--- config.mk ---
export PLATFORM = sky130hd
export DESIGN_NAME = bus_arbiter
export DESIGN_NICKNAME = d
export VERILOG_FILES = /design/src/rtl/bus_arb_pkg.sv /design/src/rtl/arb_starve_ctr.sv /design/src/rtl/arb_pick.sv /design/src/rtl/bus_arbiter.sv
export SDC_FILE = /design/constraint.sdc
export NUM_CORES = 1
export LEC_CHECK = 0
export ABC_AREA = 1
export BUFFER_PORTS_ARGS = -buffer_cell sky130_fd_sc_hd__clkbuf_2
export CAP_MARGIN = 30
export CORE_MARGIN = 3
export CORE_UTILIZATION = 60
export CTS_BUF_LIST = sky130_fd_sc_hd__clkbuf_8
export CTS_CLUSTER_SIZE = 10
export DETAILED_ROUTE_END_ITERATION = 8
export GPL_TIMING_DRIVEN = 0
export PLACE_DENSITY = 0.91
export SYNTH_ARGS = -nofsm -noshare
export SYNTH_HDL_FRONTEND = slang
export SYNTH_HIERARCHICAL = 1
export SYNTH_SLANG_ARGS = --single-unit
--- constraint.sdc ---
create_clock -name clk -period 4.43 [get_ports clk]
set_input_delay 0.6645 -clock clk [delete_from_list [all_inputs] [get_ports clk]]
set_output_delay 0.6645 -clock clk [all_outputs]
set_load 0.02 [all_outputs]
--- src/rtl/bus_arb_pkg.sv ---
package bus_arb_pkg;
   localparam int NUM_MASTERS = 4;
   localparam int IDX_CPU = 0;
   localparam int IDX_COP = 1;
   localparam int IDX_DMA = 2;
   localparam int IDX_DBG = 3;
   typedef logic [NUM_MASTERS-1:0] mvec_t;
endpackage

--- src/rtl/arb_starve_ctr.sv ---
module arb_starve_ctr #(
   parameter int LIMIT = 128
) (
   input  logic clk,
   input  logic rst_n,
   input  logic waiting,
   input  logic clear,
   output logic promote
);
   localparam int CW = $clog2(LIMIT + 2);
   localparam logic [CW-1:0] SAT = CW'(LIMIT + 1);

   logic [CW-1:0] cnt_q;

   generate
      if (LIMIT < 1) begin : g_bad_limit
         $error("arb_starve_ctr: LIMIT must be at least 1");
      end
   endgenerate

   always_ff @(posedge clk or negedge rst_n) begin
      if (!rst_n) begin
         cnt_q <= '0;
      end else if (clear) begin
         cnt_q <= '0;
      end else if (waiting && (cnt_q != SAT)) begin
         cnt_q <= cnt_q + 1'b1;
      end
   end

   assign promote = (cnt_q == SAT);
endmodule

--- src/rtl/arb_pick.sv ---
module arb_pick
   import bus_arb_pkg::*;
(
   input  mvec_t req,
   input  logic  dma_hi,
   input  logic  cop_spc,
   input  logic  dbg_promo,
   output mvec_t pick
);
   always_comb begin
      pick = '0;
      if (req[IDX_COP] && cop_spc)      pick[IDX_COP] = 1'b1;
      else if (req[IDX_DBG] && dbg_promo) pick[IDX_DBG] = 1'b1;
      else if (req[IDX_DMA] && dma_hi)  pick[IDX_DMA] = 1'b1;
      else if (req[IDX_CPU])            pick[IDX_CPU] = 1'b1;
      else if (req[IDX_COP])            pick[IDX_COP] = 1'b1;
      else if (req[IDX_DMA])            pick[IDX_DMA] = 1'b1;
      else if (req[IDX_DBG])            pick[IDX_DBG] = 1'b1;
   end
endmodule

--- src/rtl/bus_arbiter.sv ---
module bus_arbiter
   import bus_arb_pkg::*;
#(
   parameter int STARVE_LIMIT = 128,
   parameter bit COP_PREEMPT  = 1'b1
) (
   input  logic       clk,
   input  logic       rst_n,
   input  logic [3:0] req_i,
   input  logic [3:0] done_i,
   input  logic       dma_hi_i,
   input  logic       cop_spc_i,
   output logic [3:0] gnt_o,
   output logic [3:0] stall_o
);
   mvec_t gnt_q, stall_q, gnt_nxt, pick;
   logic  dbg_promo, busy, holder_done, preempt;

   arb_starve_ctr #(.LIMIT(STARVE_LIMIT)) i_starve (
      .clk     (clk),
      .rst_n   (rst_n),
      .waiting (req_i[IDX_DBG] & ~gnt_q[IDX_DBG]),
      .clear   (~req_i[IDX_DBG] | gnt_q[IDX_DBG]),
      .promote (dbg_promo)
   );

   arb_pick i_pick (
      .req       (req_i),
      .dma_hi    (dma_hi_i),
      .cop_spc   (cop_spc_i),
      .dbg_promo (dbg_promo),
      .pick      (pick)
   );

   assign busy        = |gnt_q;
   assign holder_done = |(gnt_q & done_i);

   generate
      if (COP_PREEMPT) begin : g_preempt
         assign preempt = gnt_q[IDX_CPU] & ~done_i[IDX_CPU]
                        & req_i[IDX_COP] & cop_spc_i;
      end else begin : g_no_preempt
         assign preempt = 1'b0;
      end
   endgenerate

   always_comb begin
      if (!busy) begin
         gnt_nxt = pick;
      end else if (holder_done) begin
         gnt_nxt = '0;
      end else if (preempt) begin
         gnt_nxt = '0;
         gnt_nxt[IDX_COP] = 1'b1;
      end else begin
         gnt_nxt = gnt_q;
      end
   end

   always_ff @(posedge clk or negedge rst_n) begin
      if (!rst_n) begin
         gnt_q   <= '0;
         stall_q <= '0;
      end else begin
         gnt_q   <= gnt_nxt;
         stall_q <= req_i & ~gnt_nxt;
      end
   end

   assign gnt_o   = gnt_q;
   assign stall_o = stall_q;
endmodule


==> impl_metrics.json <==
{
  "period_minus_slack_ns": 1.67,
  "worstReg2RegStart": "i_starve/cnt_q[1]",
  "tns_ns": 0,
  "grt_pass1_wl_um": 3580,
  "clock_latency_ns": 0.25,
  "syn_avg_cell_area_um2": 7.18,
  "drtIter0Drc": 32,
  "p_per_area_nw_per_um2": 458,
  "syn2layout_area_growth_pct": 17.0,
  "cp-start-kind": "flip-flop",
  "synthTopCellsByArea": "dfrtp_1 (40%), nand2_1 (15%), inv_1 (8.3%), nor2_1 (6.0%), nand2_2 (5.0%)",
  "netlist_area_um2": 998,
  "grt_max_degree": 17,
  "final_cell_area_um2": 1170,
  "worstMarginPinSlew_ns": 0.411,
  "portBuffers": 19,
  "reg2reg_to": "stall_o[3]",
  "grt_overflow": 0,
  "viasPerCell": 5.38,
  "fp.dieW_um": 46.8,
  "cp.required_ns": 4.57,
  "hold_buffers": 0,
  "num_io_pins": 20,
  "clock-root-buffer": "clkbuf_8",
  "cp-endpoint": "stall_o[3]",
  "grt_pass1_vias": 861,
  "synth_nets": 153,
  "wirelength_um": 2370,
  "hpwl_um": 1700,
  "start_util_pct": 64.8,
  "diodes": 0,
  "path_clk_slew_ns": 0.07,
  "synth_cell_types": 15,
  "layout.nets": 177,
  "clock_sinks": 16,
  "drv_cap": 0,
  "cts_tree": "yes",
  "cp-startpoint": "i_starve/cnt_q[1]",
  "skew_ns": 0.00291,
  "synth_top_area_share_pct": 40.1,
  "cp.arrival_ns": 1.82,
  "ys_ff_latch": 16,
  "relSlewSlack_pct": 72.6,
  "leakagePower_nw": 0.663,
  "hold_viol": 0,
  "finalCritPeriodShare_pct": 37.8,
  "placed_area_um2": 1110,
  "setup_viol": 0,
  "firstDrtPassIters": 5,
  "vdd_drop_max_mv": 0.285,
  "cp_max_fo": 5,
  "min_path_type": "input port to async pin",
  "synth_seq_area_share_pct": 40.1,
  "r2r_cells": 9,
  "die_area_um2": 2190,
  "fillers": 115,
  "cts_resized": 0,
  "core_um2": 1540,
  "cp-end-kind": "flip-flop",
  "place_congestion": 0.777,
  "cts_buffers": 3,
  "critPathKind": "flip-flop to flip-flop",
  "htree_levels": 1,
  "yosys_warnings": 6,
  "die_h_um": 46.8,
  "antenna_found_initial": 0,
  "postCtsSetupBuffers": 0,
  "synthCells": 139,
  "ant_nets": 0,
  "grt_usage_pct": 23.2,
  "max_freq_mhz": 597,
  "synth_top_area_cell": "dfrtp_1",
  "wl_per_cell_um": 13.3,
  "num_rows": 14,
  "status": "complete, no violations",
  "drive_gt1_share_pct": 25.3,
  "clockBufferDepth": 2,
  "route.detailed.drc": 0,
  "via_count": 958,
  "slew_viol_final": 0,
  "ff2ff_setup_slack_ns": 2.76,
  "rsz0062_at_grt": "no"
}
## sequential cells by signal, summed over array words and instances (netlist names)
signal	count
i_starve/cnt_q	8
stall_o	4
gnt_o	4
## cell usage in the layout, fill, tap and decap left out, drive strengths merged
master,netlist,final
nor2,26,26
nand3,8,8
dfrtp,16,16
nand4,8,8
xor2,3,3
clkbuf,0,23
o21ai,3,3
a21oi,1,1
ha,2,2
inv,22,22
o21bai,1,1
nand2,49,49
## cell usage after synthesis
library cell / n
nand4_1: 8
nand2_1: 41
nor2_1: 16
o21ai_0: 2
inv_1: 22
nand2_2: 8
xor2_1: 3
nand3_1: 8
a21oi_1: 1
o21ai_1: 1
ha_1: 2
nor2_2: 6
dfrtp_1: 16
nor2_4: 4
o21bai_1: 1
## routing by layer
metal	global-route usage, %	wire, um	vias to the layer above
met5	0	0	-
li1	-	-	473
met2	40.9	1250	35
met3	5.36	130	2
met4	7.18	23	0
met1	28.0	958	448
## power by group
group          total (mW)  switching, mW  internal (mW)  leakage [nW]
registers           0.198         0.0236          0.175         0.211
clock network       0.132         0.0529         0.0788        0.0288
logic               0.206          0.143         0.0628         0.424
## how the worst min path moves through the flow
stage	start	end	slack (ns)	depth (start not counted)
2_1_floorplan	rst_n	gnt_o[0]	0.37	0
3_3_place_gp	i_starve/cnt_q[7]	i_starve/cnt_q[7]	0.51	2
3_5_place_dp	i_starve/cnt_q[7]	i_starve/cnt_q[7]	0.52	2
4_1_cts	rst_n	stall_o[1]	0.34	1
5_1_grt	rst_n	stall_o[2]	0.34	1
6_report	rst_n	stall_o[2]	0.33	1
## final cells by class
| type | count | area (um2) | share of cell area (%) |
|---|---|---|---|
| Multi-Input combinational cell | 101 | 515 | 44.1 |
| Sequential cell | 16 | 400 | 34.3 |
| Timing Repair Buffer | 19 | 95.1 | 8.14 |
| Inverter | 22 | 82.6 | 7.07 |
| Clock buffer | 4 | 55.1 | 4.71 |
| Tap cell | 16 | 20.0 | 1.71 |
## cells by family (layout without fill, tap and decap cells)
family	count (synthesis)	count (layout)	share of synthesized area, %
compound gates	5	5	2.76
xor+xnor	3	3	2.63
fa+ha+maj	2	2	2.51
buf+inv	22	45	8.27
flops	16	16	40.1
simple gates	91	91	43.7
## metrics by stage
stage	setup WS (ns)	power (mW)	std cells	utilization, %	hold WS (ns)
final	2.76	0.536	178	75.8	0.332
after global routing	2.62	0.568	178	75.8	0.341
after CTS	2.77	0.538	178	75.8	0.338
after detailed placement	2.74	0.400	174	72.2	0.525
after global placement	2.82	0.389	174	72.2	0.513
after floorplan	3.03	0.339	139	-	0.369
## worst max-delay path, stage by stage (launching register included)
cell	delay [ns]
dfrtp_1	0.42
inv_1	0.08
ha_1	0.15
nand3_1	0.09
nor2_2	0.20
nand2_1	0.13
a21oi_1	0.21
nand4_1	0.15
nand2_2	0.12
nor2_2	0.03
Note: power is estimated with default switching activity, not from simulation.
